[src/rtl/lane_pkg.sv]
package lane_pkg;

  // Strobes from the control FSM to the lane datapath
  typedef struct packed {
    logic wrSwap;
    logic rdSwap;
  } lane_ctl_t;

  typedef enum logic {
    ST_IDLE = 1'b0,
    ST_OPEN = 1'b1
  } access_st_t;

endpackage

[src/rtl/lane_enable.sv]
module lane_enable #(
  parameter int NUM_CS = 5,
  parameter logic [NUM_CS-1:0] CARD_MASK = 5'b11000
) (
  input  logic              globalEn,
  input  logic [NUM_CS-1:0] csEn,
  input  logic [NUM_CS-1:0] cardMode,
  output logic [NUM_CS-1:0] effEn
);

  for (genvar k = 0; k < NUM_CS; k++) begin : gEn
    if (CARD_MASK[k]) begin : gCard
      assign effEn[k] = (globalEn | csEn[k]) & ~cardMode[k];
    end else begin : gPlain
      assign effEn[k] = globalEn | csEn[k];
    end
  end

endmodule

[src/rtl/lane_ctrl.sv]
module lane_ctrl
  import lane_pkg::*;
#(
  parameter int NUM_CS = 5,
  parameter logic [NUM_CS-1:0] CARD_MASK = 5'b11000
) (
  input  logic              clk,
  input  logic              rstN,
  input  logic [NUM_CS-1:0] csN,
  input  logic              addr0,
  input  logic              oeN,
  input  logic              weN,
  input  logic              widthN,
  input  logic              globalEn,
  input  logic [NUM_CS-1:0] csEn,
  input  logic [NUM_CS-1:0] cardMode,
  output lane_ctl_t         ctl
);

  localparam int IDX_W = (NUM_CS > 1) ? $clog2(NUM_CS) : 1;

  logic [NUM_CS-1:0] effEn;
  logic [IDX_W-1:0]  selIdx;
  logic              csAny;
  logic              strobesIdle;
  logic              wantSteer;
  access_st_t        state;
  logic              steerHeld;

  lane_enable #(
    .NUM_CS   (NUM_CS),
    .CARD_MASK(CARD_MASK)
  ) uEnable (
    .globalEn(globalEn),
    .csEn    (csEn),
    .cardMode(cardMode),
    .effEn   (effEn)
  );

  // Lowest-numbered asserted select wins
  always_comb begin
    selIdx = '0;
    for (int i = NUM_CS - 1; i >= 0; i--) begin
      if (!csN[i]) selIdx = i[IDX_W-1:0];
    end
  end

  assign csAny       = ~(&csN);
  assign strobesIdle = oeN & weN;
  assign wantSteer   = effEn[selIdx] & ~widthN & addr0 & strobesIdle;

  always_ff @(posedge clk or negedge rstN) begin
    if (!rstN) begin
      state     <= ST_IDLE;
      steerHeld <= 1'b0;
    end else begin
      case (state)
        ST_IDLE: begin
          if (csAny) begin
            state     <= ST_OPEN;
            steerHeld <= wantSteer;
          end
        end
        ST_OPEN: begin
          if (!csAny) begin
            state     <= ST_IDLE;
            steerHeld <= 1'b0;
          end
        end
        default: begin
          state     <= ST_IDLE;
          steerHeld <= 1'b0;
        end
      endcase
    end
  end

  always_comb begin
    ctl.wrSwap = steerHeld & (state == ST_OPEN) & csAny & ~weN;
    ctl.rdSwap = steerHeld & (state == ST_OPEN) & csAny & ~oeN;
  end

endmodule

[src/rtl/lane_datapath.sv]
module lane_datapath
  import lane_pkg::*;
#(
  parameter int DATA_W = 16
) (
  input  lane_ctl_t          ctl,
  input  logic [DATA_W-1:0]  cpuWrData,
  input  logic [DATA_W-1:0]  devRdData,
  output logic [DATA_W-1:0]  devWrData,
  output logic [DATA_W-1:0]  cpuRdData
);

  localparam int LANE_W = DATA_W / 2;

  logic [LANE_W-1:0] cpuHigh;
  logic [LANE_W-1:0] devLow;

  assign cpuHigh = cpuWrData[DATA_W-1:LANE_W];
  assign devLow  = devRdData[LANE_W-1:0];

  always_comb begin
    devWrData = ctl.wrSwap ? {cpuHigh, cpuHigh} : cpuWrData;
    cpuRdData = ctl.rdSwap ? {devLow, devLow} : devRdData;
  end

endmodule

[src/rtl/byte_lane_steer.sv]
module byte_lane_steer
  import lane_pkg::*;
#(
  parameter int NUM_CS = 5,
  parameter int DATA_W = 16,
  parameter logic [NUM_CS-1:0] CARD_MASK = 5'b11000
) (
  input  logic              clk,
  input  logic              rstN,
  input  logic [NUM_CS-1:0] csN,
  input  logic              addr0,
  input  logic              oeN,
  input  logic              weN,
  input  logic              widthN,
  input  logic              globalEn,
  input  logic [NUM_CS-1:0] csEn,
  input  logic [NUM_CS-1:0] cardMode,
  input  logic [DATA_W-1:0] cpuWrData,
  input  logic [DATA_W-1:0] devRdData,
  output logic [DATA_W-1:0] devWrData,
  output logic [DATA_W-1:0] cpuRdData,
  output logic              steerWr,
  output logic              steerRd
);

  lane_ctl_t ctl;

  lane_ctrl #(
    .NUM_CS   (NUM_CS),
    .CARD_MASK(CARD_MASK)
  ) uCtrl (
    .clk     (clk),
    .rstN    (rstN),
    .csN     (csN),
    .addr0   (addr0),
    .oeN     (oeN),
    .weN     (weN),
    .widthN  (widthN),
    .globalEn(globalEn),
    .csEn    (csEn),
    .cardMode(cardMode),
    .ctl     (ctl)
  );

  lane_datapath #(
    .DATA_W(DATA_W)
  ) uData (
    .ctl      (ctl),
    .cpuWrData(cpuWrData),
    .devRdData(devRdData),
    .devWrData(devWrData),
    .cpuRdData(cpuRdData)
  );

  assign steerWr = ctl.wrSwap;
  assign steerRd = ctl.rdSwap;

endmodule

[config.mk]
export PLATFORM = sky130hd
export DESIGN_NAME = byte_lane_steer
export DESIGN_NICKNAME = d
export VERILOG_FILES = /design/src/rtl/lane_pkg.sv /design/src/rtl/lane_enable.sv /design/src/rtl/lane_ctrl.sv /design/src/rtl/lane_datapath.sv /design/src/rtl/byte_lane_steer.sv
export SDC_FILE = /design/constraint.sdc
export NUM_CORES = 1
export LEC_CHECK = 0
export ABC_AREA = 0
export BUFFER_PORTS_ARGS = -buffer_cell sky130_fd_sc_hd__buf_2
export CAP_MARGIN = 25
export CORE_MARGIN = 2
export CORE_UTILIZATION = 25
export DETAILED_ROUTE_END_ITERATION = 10
export GPL_TIMING_DRIVEN = 0
export PLACE_DENSITY = 0.83
export SLEW_MARGIN = 20
export SYNTH_ARGS = -nofsm -noshare
export SYNTH_HDL_FRONTEND = slang
export SYNTH_SLANG_ARGS = --single-unit
[constraint.sdc]
create_clock -name clk -period 1.73 [get_ports clk]
set_input_delay 0.346 -clock clk [delete_from_list [all_inputs] [get_ports clk]]
set_output_delay 0.346 -clock clk [all_outputs]
set_load 0.05 [all_outputs]
## Word level (Yosys, flattened, before mapping)

Cells that the tools add are included.

| storage, ports and cells | value |
|---|---|
| flip-flop bits (word level) | 2 |
| input bits | 54 |
| word-level logic and storage cells | 42 |

| cells by class | value |
|---|---|
| $lt $le $gt $ge | 1 |
| equality and inequality tests | 2 |
| mux-type cells | 13 |
| bitwise gates (word level) | 22 |
| reductions and logical operators | 2 |

Operators by type and width:

| cell | count |
|---|---|
| two-way mux 16 bit | 1 |
| two-way mux 3 bit | 5 |
| AND 1 bit | 10 |
| two-way mux 8 bit | 1 |
| NOT 1 bit | 7 |
| bitwise OR 1 bit | 5 |
| AND reduction 5 bit | 1 |
| less-than comparator 3 x 4 -> 1 bit (second input constant) | 1 |
| two-way mux 1 bit | 4 |
| inequality test 2 bit (second input constant) | 2 |
| binary-select mux 1 bit (select 3 bit) | 1 |
| case mux 1 bit (2 select lines) | 1 |
| AND reduction 2 bit | 1 |

## Logic depth before layout (Yosys ltp)

Gate-level depths: netlist of run 1.

| depth | value |
|---|---|
| depth in word-level cells | 12 |
| gate-level depth with buffers | 5 |
| depth with buffers taken out | 5 |

## Hierarchy

A second synthesis of run 1 with hierarchy kept.

| second synthesis, totals | value |
|---|---|
| cells, all modules | 59 |
| area, all modules | 603.1 µm² |

Modules (own cells, without submodules):

| module | instances | cells an instance | area an instance (µm²) | sequential area each (µm²) |
|---|---|---|---|---|
| lane_datapath | 1 | 34 | 382.9 | 0.0 |
| lane_ctrl | 1 | 20 | 181.4 | 50.0 |
| lane_enable | 1 | 5 | 38.8 | 0.0 |

## Least setup slack after synthesis of run 1

No wires, ideal clock.

| path | value |
|---|---|
| path type | input to output |
| start point | input port csN[1] |
| end point | output port devWrData[0] |
| arrival | 1.920 ns |
| data required time | 1.384 ns |
| path slack | -0.536 ns |
| stages on the path | 4 |
| path buffers | 0 |
| cell sequence | and4_4 and2_4 nor3_4 mux2_1 |

| between the ends | value |
|---|---|
| longest elaborated chain between the ends | 5 |

Ends and longest elaborated chain:

| element | RTL line | text |
|---|---|---|
| start, declared | byte_lane_steer.sv:10 | `input logic [NUM_CS-1:0] csN,` |
| AND reduction 5 bit | lane_ctrl.sv:48 | `assign csAny = ~(&csN);` |
| NOT 1 bit | lane_ctrl.sv:48 |  |
| AND 1 bit (2 in series) | lane_ctrl.sv:79 | `ctl.wrSwap = steerHeld & (state == ST_OPEN) & csAny & ~weN;` |
| named net steerWr | byte_lane_steer.sv:22 | `output logic steerWr,` |
| two-way mux 8 bit | lane_datapath.sv:22 | `devWrData = ctl.wrSwap ? {cpuHigh, cpuHigh} : cpuWrData;` |
| end, declared | byte_lane_steer.sv:20 | `output logic [DATA_W-1:0] devWrData,` |

The timed path passes the listed nets, and every way through them passes these cells.

## Worst setup path in the final report of run 1

| path | value |
|---|---|
| start point | input port csN[1] |
| end point | output port devWrData[2] |

| between the ends | value |
|---|---|
| longest elaborated chain between the ends | 5 |

Ends and longest elaborated chain:

| element | RTL line |
|---|---|
| AND reduction 5 bit | lane_ctrl.sv:48 |
| NOT 1 bit | lane_ctrl.sv:48 |
| AND 1 bit (2 in series) | lane_ctrl.sv:79 |
| two-way mux 8 bit | lane_datapath.sv:22 |

Every way passes these cells.

==> results of run 1 <==
## worst max path at each step
stage,start,to,slack (ps),depth (start not counted)
after floorplan,csN[1],devWrData[0],-490,4
after global placement,csN[1],devWrData[6],-490,6
after detailed placement,csN[1],devWrData[3],-490,6
after CTS,csN[1],cpuRdData[14],-280,7
after global routing,csN[1],devWrData[2],-370,7
final,csN[1],devWrData[2],-330,7
## cell usage after synthesis
cell                       count
sky130_fd_sc_hd__and4_4        1
sky130_fd_sc_hd__or2_2         1
sky130_fd_sc_hd__a211o_1       1
sky130_fd_sc_hd__nor2b_1       1
sky130_fd_sc_hd__xnor2_1       1
sky130_fd_sc_hd__o311ai_0      1
sky130_fd_sc_hd__nand3_1       1
sky130_fd_sc_hd__and3b_1       1
sky130_fd_sc_hd__dfrtp_1       2
sky130_fd_sc_hd__nor4b_1       1
sky130_fd_sc_hd__nor3_4        2
sky130_fd_sc_hd__a31o_2        1
sky130_fd_sc_hd__mux2_2       15
sky130_fd_sc_hd__inv_1         3
sky130_fd_sc_hd__nor3_1        2
sky130_fd_sc_hd__buf_4        16
sky130_fd_sc_hd__and2_4        1
sky130_fd_sc_hd__a22o_1        2
sky130_fd_sc_hd__a21oi_1       1
sky130_fd_sc_hd__o21ai_0       1
sky130_fd_sc_hd__nor2_1        2
sky130_fd_sc_hd__nand2_1       2
sky130_fd_sc_hd__nand4_1       1
sky130_fd_sc_hd__mux2_1        1
## what timing repair did
item,CTS,global route
pin swaps,2,0
hold buffers,1,0
gates resized for setup,33,11
hold endpoints to repair,2,0
setup endpoints to repair,18,18
gates cloned,0,1
buffers inserted,2,0
## logic make-up (layout without fill, tap and decap cells)
kind of cell	Yosys count	count (layout)	share of synthesized area, %
buf+inv	19	110	24.2
mux	16	16	33.2
xor+xnor	1	1	1.61
simple gates	16	16	21.9
compound gates	7	7	9.91
flops	2	2	9.22
## final cells by class
type                       count  area [sq um]
fill                         158           742
tap                           27          33.8
buffer                        16           120
timing repair buffer          88           631
multi-input combinational     40           392
inverter                       3          11.3
clock buffer                   3          22.5
sequential                     2          50.0
## worst max-delay path, stage by stage
cell and delay (ps):
sky130_fd_sc_hd__buf_8 100, sky130_fd_sc_hd__and4_4 190, sky130_fd_sc_hd__and2_4 160, sky130_fd_sc_hd__nor3_4 270, sky130_fd_sc_hd__clkbuf_16 200, sky130_fd_sc_hd__mux2_4 290
sky130_fd_sc_hd__buf_6 150
## sequential cells by signal, summed over array words and instances, names as in the netlist
| register | cells |
|---|---|
| uCtrl.steerHeld | 1 |
| uCtrl.state | 1 |
## metal layers
layer	GRT usage, %	vias up
met5	0	-
met4	10.4	0
met3	3.57	6
met2	35.3	52
met1	18.5	365
li1	-	393
## metrics by stage
step                      setup slack (ps)  hold slack (ps)  instance area (sq um)  utilization [%]
final                                 -332              442                   1260             62.9
after CTS                             -281              439                   1200             60.1
after detailed placement              -491              132                   1030             51.3
after global placement                -486              132                   1030             51.3
after global routing                  -373              434                   1260             62.9
after floorplan                       -490             50.4                    573                -
## report_power, final
part	internal [mW]	switching, mW	leakage (nW)
clock network	0.0769	0.0308	0.0138
registers	0.0484	0.00100	0.0228
logic	0.168	0.229	0.633
total	0.294	0.261	0.670
==> impl_results.md, run 1 <==
* Nets at 208
* Total power at 0.554 mW
* Syn Std Cell Area at 543 sq um
* Final wirelength at 2.44 mm
* Max-slew violations at 0
* Remaining max-slew budget at the tightest pin at 79.7%
* Clock H-tree levels at 1
* Number of cells traversed by the worst register-to-register path at 4
* Layout cell share with drive strength beyond 1 at 84.2%
* ANT cells at 0
* Die Width at 50.6 microns
* Top metal layer carrying routed signals: met4
* Transition at the pin with the smallest max-transition slack at 301 ps
* Violations in the final reports: setup timing
* IO Count at 88
* DRC violation count after routing at 0
* Final hold vios at 0
* Final Non-Filler Cells at 179
* Detailed route wirelength on metal2 at 1.35 mm
* Clock sinks at 2
* Global routing usage summed across all routing layers at 18.5%
* Clock Skew at 0.927 ps
* Path type of the worst setup path: in2out
* Most frequent cells in the layout: sky130_fd_sc_hd__buf_2, sky130_fd_sc_hd__buf_6, sky130_fd_sc_hd__buf_4
* Antenna violations before repair at 0
* Total negative slack at -4870 ps
* Static power due to leakage at 0.670 nW
* Std-Cell Rows at 16
* Most area-consuming cells after synthesis: sky130_fd_sc_hd__mux2_2, sky130_fd_sc_hd__buf_4, sky130_fd_sc_hd__dfrtp_1
* Peak VDD IR at 0.253 mV
* Critical path launch point type: input port
* Worst EP arrival at 1720 ps
* Maximum number of pins on one net before global-route repair at 10
* Starting utilization of the core area at 27.1%
* Area fraction of the dominant cell type after synthesis at 31.1%
* Maximum capacitance violations at 0
* Total gr overflow at 0
* Outcome: finished, violations left
* Largest fanout on the critical path at 5
* Type of destination of the critical path: primary output
* Die span in y at 50.6 microns
* Number of design-rule violations left by the first detailed-router iteration at 7
* Required @ worst endpoint at 1380 ps
* Post-synth cell types at 24
* Buffer depth of the longest clock path at 2
* Total of endpoints with negative setup slack in the final report at 17
* RSZ-0062 raised after global routing: yes
* Capture point of the worst reg-to-reg path: uCtrl.steerHeld$_DFFE_PN0P_
* First-pass detailed-route iteration total at 3
* Metal1 wirelength at 818 microns
* Crit path setup slack, layout at -332 ps
* Core Box Area at 0.00200 sq mm
* Vias per std cell at 4.56
* Mean area per synthesized cell at 8.90 sq um
* Number of warnings printed during yosys synthesis at 0
* Post-DRT Antenna Nets at 0
* Syn_nets at 115
* Path type of the worst min-delay path: in2async
* Number of CTS-inserted buffers at 3
* Root buffer selected by CTS: sky130_fd_sc_hd__clkbuf_4
* Minimum setup slack among reg-to-reg paths at 770 ps
* Most common cell after layout, fill and taps aside: sky130_fd_sc_hd__buf_2
* Global-route wire length before repair at 3.51 mm
* R2r startpoint: uCtrl.state$_DFF_PN0_
* Sequential fraction of the synthesis area at 9.22%
* Area overhead of the layout relative to synthesis at 132%
* Via count at 816
* Count of placed standard cells including taps at 172
* Wire per inst at 13.6 microns
* Routed length on met3 at 222 microns
* Clock-pin slew of the registers on the worst-case setup and hold paths at 30 ps
* Port Buf Inserts at 84
* Number of global-route vias before repair at 791
* Fin crit share at 119%
* Highest clock rate at 485 MHz
* Top cell type by total area after synthesis: sky130_fd_sc_hd__mux2_2
* Insertion delay of the later-clocked pin in the worst-skew pair at 230 ps
* Post-layout min period at 2060 ps
* Die area at 0.00256 sq mm
* Routability cong. at 0.705
* TritonCTS clock tree: yes
* Placed wire-length estimate at 1.75 mm
* Count of mapped cells out of synthesis at 61
* Power density relative to cell area at 440 mW/mm^2
* Yosys reg bits at 2
Note: power is estimated with default switching activity, not from simulation.
==> run 2: changes to the inputs <==
Settings changed: CORE_UTILIZATION 25 to 26, CTS_BUF_LIST from default to sky130_fd_sc_hd__clkbuf_2 sky130_fd_sc_hd__clkbuf_4 sky130_fd_sc_hd__clkbuf_8, PLACE_DENSITY 0.83 to 0.85.
==> run 2 against run 1 <==
- the flow still finishes with violations (setup timing)
- worst hold slack improved by 1.3 ps
- first-iteration DRC count increased by 110%
- die area decreased by 3.5%
==> impl_results.md, run 2 (same netlist as run 1, synthesis figures left out) <==
* Final cell area excluding filler cells at 0.00134 sq mm (+6.7%)
* Insertion delay of the later-clocked pin in the worst-skew pair at 230 ps (about the same)
* Maximum number of pins on one net before global-route repair at 10 (unchanged)
* Buffer depth of the longest clock path at 2 (unchanged)
* Critical path launch point type: input port
* Path type of the worst min-delay path: in2async
* Maximum capacitance violations at 0 (unchanged)
* Clock sinks at 2 (unchanged)
* Type of destination of the critical path: primary output
* Capture point of the worst reg-to-reg path: uCtrl.steerHeld$_DFFE_PN0P_
* Area overhead of the layout relative to synthesis at 147%
* Port Buf Inserts at 84 (unchanged)
* TritonCTS clock tree: yes
* Max-slew violations at 0 (unchanged)
* Multi-input gate area in the final layout at 424 sq um (+8.3%)
* Fin crit share at 115% (-4.5 points)
* Largest fanout on the critical path at 5 (unchanged)
* Global-route wire length before repair at 4.11 mm (+17%)
* Violations in the final reports: setup timing
* IO Count at 88 (unchanged)
* Transition at the pin with the smallest max-transition slack at 323 ps (+21.8 ps)
* Final Util at 68.5% (+5.6 points)
* Power density relative to cell area at 434 mW/mm^2 (-1.3%)
* Placed wire-length estimate at 1.74 mm (-0.77%)
* Largest registers ranked by flip-flop count: uCtrl.state (1), uCtrl.steerHeld (1)
* Die span in y at 49.7 microns (-1.8%)
* Clock-pin slew of the registers on the worst-case setup and hold paths at 30 ps (about the same)
* ANT cells at 0 (unchanged)
* Routability cong. at 0.719 (+2.0%)
* Placed inst area at 0.00103 sq mm (unchanged)
* Vias per std cell at 4.59 (+0.69%)
* Switching part of the total at 46.4% (-0.62 points)
* Global routing usage summed across all routing layers at 21.9% (+3.4 points)
* Number of cells traversed by the worst register-to-register path at 4 (unchanged)
* Wire per inst at 14.7 microns (+8.0%)
* Number of design-rule violations left by the first detailed-router iteration at 15 (+8)
* Via count at 840 (+2.9%)
* Setup WS pre-CTS at -503 ps (-12.6 ps)
* Layout cell share with drive strength beyond 1 at 85.3% (+1.0 points)
* Final-layout fill cell count at 162 (+2.5%)
* Most common cell after layout, fill and taps aside: sky130_fd_sc_hd__buf_2
* Clock H-tree levels at 1 (unchanged)
* Number of global-route vias before repair at 891 (+13%)
* Final hold vios at 0 (unchanged)
* Outcome: finished, violations left
* Reg area at 50.0 sq um (unchanged)
* Crit path setup slack, layout at -255 ps (+77.0 ps)
* Die area at 0.00247 sq mm (-3.5%)
* Total of endpoints with negative setup slack in the final report at 17 (unchanged)
* Antenna violations before repair at 0 (unchanged)
* Total power at 0.583 mW (+5.3%)
* Nets at 212 (+1.9%)
* Flop pwr share at 8.5% (-0.4 points)
* Worst EP arrival at 1640 ps (-80 ps)
* Starting utilization of the core area at 27.7% (+0.55 points)
* First-pass detailed-route iteration total at 4 (+1)
* RSZ-0062 raised after global routing: yes
* Remaining max-slew budget at the tightest pin at 78.2% (-1.5 points)
* Post-DRT Antenna Nets at 0 (unchanged)
* Clock Skew at 4.32 ps (+3.39 ps)
* Cell Int Power at 0.313 mW (+6.5%)
* Die Width at 49.7 microns (-1.8%)
* Static power due to leakage at 0.724 nW (+8.2%)
* Part of the power in combinational logic at 72.8% (+1.1 points)
* Path type of the worst setup path: in2out
* Core Box Area at 0.00196 sq mm (-2.0%)
* Peak VDD IR at 0.209 mV (-17%)
* Net switching power at 0.271 mW (+3.9%)
* Highest clock rate at 504 MHz (+3.9%)
* Proportion of power drawn by the clock network at 18.7% (-0.7 points)
* Std-Cell Rows at 16 (unchanged)
* Required @ worst endpoint at 1380 ps (about the same)
* Post-layout min period at 1980 ps (-77.0 ps)
* Total gr overflow at 0 (unchanged)
* Root buffer selected by CTS: sky130_fd_sc_hd__clkbuf_4
* Final wirelength at 2.69 mm (+10%)
* Minimum setup slack among reg-to-reg paths at 770 ps (about the same)
* Number of CTS-inserted buffers at 3 (unchanged)
* DRC violation count after routing at 0 (unchanged)
* R2r startpoint: uCtrl.state$_DFF_PN0_
* Most frequent cells in the layout: sky130_fd_sc_hd__buf_2, sky130_fd_sc_hd__buf_4, sky130_fd_sc_hd__mux2_4
-- run 2: cell types whose count changed in the layout (fill, tap and decap cells not counted) --
cell,delta
sky130_fd_sc_hd__buf_12,-1
sky130_fd_sc_hd__buf_2,-1
sky130_fd_sc_hd__buf_4,+2
sky130_fd_sc_hd__buf_6,-3
sky130_fd_sc_hd__buf_8,+8
sky130_fd_sc_hd__clkbuf_16,-1
sky130_fd_sc_hd__mux2_2,-8
sky130_fd_sc_hd__mux2_4,+8
sky130_fd_sc_hd__nand2_1,-1
sky130_fd_sc_hd__nand2_2,+1
-- run 2: worst max path at each step --
stage / start / endpoint / slack, ps / depth (start not counted)
final: csN[0] / cpuRdData[10] / -250 / 7
after global routing: csN[0] / cpuRdData[10] / -330 / 7
after CTS: csN[0] / cpuRdData[9] / -280 / 8
after detailed placement: csN[1] / devWrData[3] / -500 / 6
after global placement: csN[1] / devWrData[2] / -480 / 6
after floorplan: csN[1] / devWrData[0] / -490 / 4
-- run 2: layer usage --
layer / GRT usage (%) / wire length [microns] / vias to the layer above
li1: - / - / 398
met1: 19.3 / 888 / 375
met2: 46.2 / 1520 / 60
met3: 4.24 / 231 / 7
met4: 9.26 / 51 / 0
met5: 0 / 0 / -
-- run 2: per-stage QoR --
step                      hold slack [ps]  TNS (ps)  std cells
after CTS                             445     -3860        184
after global routing                  451     -4850        183
after global placement                131     -7810        172
final                                 444     -3830        183
after detailed placement              134     -8210        172
after floorplan                      50.4     -7830         61
-- run 2: worst max-delay path, cell delays in order --
cell                     delay [ps]
sky130_fd_sc_hd__buf_6           90
sky130_fd_sc_hd__and4_4         180
sky130_fd_sc_hd__and2_4         160
sky130_fd_sc_hd__nor3_4         220
sky130_fd_sc_hd__buf_6          160
sky130_fd_sc_hd__mux2_4         320
sky130_fd_sc_hd__buf_8          150
-- run 2: layout make-up --
| cell class | instances | share of cell area (%) |
|---|---|---|
| Timing Repair Buffer | 92 | 50.7 |
| Buffer | 16 | 8.94 |
| Clock buffer | 3 | 1.68 |
| Sequential cell | 2 | 3.72 |
| Inverter | 3 | 0.838 |
| Multi-Input combinational cell | 40 | 31.6 |
| Tap cell | 27 | 2.51 |
-- run 2: repair_timing --
action                                  CTS  global route
endpoints found under the hold margin     2             0
endpoints found under the setup margin   18            18
gates cloned                              1             0
buffers inserted                          7             1
pin swaps                                 3             3
resized for setup                        59             7
hold buffers                              1             0
-- run 2: power by group through the flow --
stage | registers (mW) | logic, mW | clock network [mW]
finish | 0.0495 | 0.425 | 0.109
global route | 0.0496 | 0.442 | 0.117
detailed placement | 0.0497 | 0.346 | 0
global placement | 0.0497 | 0.339 | 0
floorplan | 0.0495 | 0.242 | 0
CTS | 0.0492 | 0.419 | 0.108
==> run 3: changes to the inputs <==
Settings changed: REMOVE_ABC_BUFFERS from default to 1.
==> run 3 against run 2 <==
- the run still ends with setup timing left
- design area is 13% lower
- power is 8.3% lower
- clock-buffer cell count stayed put
- critical path type unchanged
- critical endpoint is now cpuRdData[12]
- highest routed layer is now met3
==> impl_results.md, run 3 (same netlist as run 1, synthesis figures left out) <==
* Number of cells traversed by the worst register-to-register path at 4 (unchanged)
* Required @ worst endpoint at 1380 ps (about the same)
* Die span in y at 49.7 microns (unchanged)
* Clock H-tree levels at 1 (unchanged)
* Starting utilization of the core area at 27.7% (unchanged)
* Busiest grt layer: met2
* Total of endpoints with negative setup slack in the final report at 16 (-1)
* Series of cell instances along the critical path: buf_6 > and4_4 > and2_4 > nor3_4 > buf_12 > mux2_4 > buf_8
* Insertion delay of the later-clocked pin in the worst-skew pair at 220 ps (about the same)
* Clock Skew at 0.306 ps (-4.01 ps)
* Global-route wire length before repair at 3.67 mm (-11%)
* Wire per inst at 14.2 microns (-3.3%)
* Final hold vios at 0 (unchanged)
* Placed inst area at 877 sq um (-15%)
* Post-layout min period at 2010 ps (+22.9 ps)
* Largest registers ranked by flip-flop count: uCtrl.state (1), uCtrl.steerHeld (1)
* Global routing usage summed across all routing layers at 19.5% (-2.4 points)
* Antenna violations before repair at 0 (unchanged)
* Most frequent cells in the layout: sky130_fd_sc_hd__buf_2, sky130_fd_sc_hd__buf_6, sky130_fd_sc_hd__buf_8
* Setup WS pre-CTS at -480 ps (+23.0 ps)
* Crit path largest cell delay at 320 ps (about the same)
* TritonCTS clock tree: yes
* Largest delay share family, worst path: simple AND/OR/NAND/NOR gates
* Met3 Track Usage GR at 6.36% (+2.1 points)
* IO Count at 88 (unchanged)
* Crit path setup slack, layout at -278 ps (-22.9 ps)
* Via count at 754 (-10%)
* Core Box Area at 0.00196 sq mm (unchanged)
* Number of logic stages on the critical path including buffering at 7 (unchanged)
* Final Non-Filler Cells at 165 (-9.8%)
* Fin crit share at 116% (+1.3 points)
* Clock-pin slew of the registers on the worst-case setup and hold paths at 30 ps (about the same)
* Die Width at 49.7 microns (unchanged)
* Highest clock rate at 498 MHz (-1.1%)
* Number of CTS-inserted buffers at 3 (unchanged)
* Post-DRT Antenna Nets at 0 (unchanged)
* Root buffer selected by CTS: sky130_fd_sc_hd__clkbuf_4
* Type of destination of the critical path: primary output
* Met2 Use GR at 38.4% (-7.8 points)
* Met1 usage at 18.3% (-0.99 points)
* Max-slew violations at 0 (unchanged)
* Nets at 194 (-8.5%)
* Capture point of the worst reg-to-reg path: uCtrl.steerHeld$_DFFE_PN0P_
* Std-Cell Rows at 16 (unchanged)
* Maximum capacitance violations at 0 (unchanged)
* Transition at the pin with the smallest max-transition slack at 349 ps (+25.8 ps)
* Static power due to leakage at 0.612 nW (-16%)
* Vias per std cell at 4.57 (-0.45%)
* Peak VDD IR at 0.246 mV (+18%)
* Most common cell after layout, fill and taps aside: sky130_fd_sc_hd__buf_2
* Remaining max-slew budget at the tightest pin at 76.4% (-1.7 points)
* First-pass detailed-route iteration total at 4 (unchanged)
* Placed wire-length estimate at 1.81 mm (+3.9%)
* Port Buf Inserts at 84 (unchanged)
* Path type of the worst min-delay path: in2async
* Area overhead of the layout relative to synthesis at 116%
* Number of global-route vias before repair at 812 (-8.9%)
* Path type of the worst setup path: in2out
* ANT cells at 0 (unchanged)
* Buffer depth of the longest clock path at 2 (unchanged)
* Count of placed standard cells including taps at 156 (-9.3%)
* Largest fanout on the critical path at 8 (+3)
* Outcome: finished, violations left
* Total negative slack at -4180 ps (-358 ps)
* Worst Path Buf+Inv at 3 (unchanged)
* Clock sinks at 2 (unchanged)
* DRC violation count after routing at 0 (unchanged)
* Routability cong. at 0.675 (-6.1%)
* Minimum setup slack among reg-to-reg paths at 780 ps (about the same)
* Number of design-rule violations left by the first detailed-router iteration at 21 (+6)
* Violations in the final reports: setup timing
* Die area at 0.00247 sq mm (unchanged)
* Worst path slowest cell: sky130_fd_sc_hd__mux2_4
* Final wirelength at 2.35 mm (-13%)
* Critical path launch point type: input port
* Final cell area excluding filler cells at 0.00117 sq mm (-13%)
* Maximum number of pins on one net before global-route repair at 10 (unchanged)
* Power density relative to cell area at 457 mW/mm^2 (+5.2%)
* Total gr overflow at 0 (unchanged)
* Worst EP arrival at 1660 ps (+20 ps)
* Layout cell share with drive strength beyond 1 at 82.6% (-2.6 points)
* RSZ-0062 raised after global routing: yes
* R2r startpoint: uCtrl.state$_DFF_PN0_
## run 3: cell types whose count changed in the layout (fill, tap and decap cells not counted), sizes merged
cell / change
buf: -18
## run 3: repair_timing
item                       4_1_cts  5_1_grt
hold buffers                     1        0
pin swaps                        4        2
buffers inserted                 5        1
hold endpoints to repair         2        0
setup endpoints to repair       18       17
gates resized for setup         56        3
## run 3: worst reg2reg max path, stage by stage (launching register included)
cell,delay [ps]
sky130_fd_sc_hd__dfrtp_1,390
sky130_fd_sc_hd__nor2_1,120
sky130_fd_sc_hd__nand4_1,110
sky130_fd_sc_hd__a21oi_1,130
sky130_fd_sc_hd__a22o_1,130
## run 3: worst max-delay path by stage
stage            from       endpoint  slack [ps]
6_report       csN[0]  cpuRdData[12]        -280
3_5_place_dp   csN[1]   cpuRdData[8]        -480
3_3_place_gp   csN[1]  cpuRdData[11]        -440
5_1_grt        csN[0]   cpuRdData[8]        -310
2_1_floorplan  csN[1]   devWrData[0]        -540
4_1_cts        csN[0]   cpuRdData[8]        -260
## run 3: per-stage QoR
stage          power, mW  util (%)  hold WS [ps]
3_5_place_dp       0.364      44.7           134
5_1_grt            0.565      59.7           435
2_1_floorplan      0.183         -          50.4
4_1_cts            0.539      59.1           432
6_report           0.535      59.7           445
3_3_place_gp       0.360      44.7           132
## run 3: layer usage
metal / up-vias / part of all wire [%]
met5: - / 0
li1: 360 / -
met3: 0 / 10
met4: 0 / 0
met2: 53 / 56
met1: 341 / 34
## run 3: where the power goes
group / switching (mW) / internal [mW]
logic: 0.229 / 0.156
registers: 0.000869 / 0.0484
clock network: 0.0244 / 0.0763
total: 0.254 / 0.281
## run 3: cell type report
class	instances	area, sq um
clock buffers	3	22.5
flip-flops and latches	2	50.0
repair buffers	90	658
multi-input cells	40	395
inverters	3	11.3
fillers	181	791
well taps	27	33.8
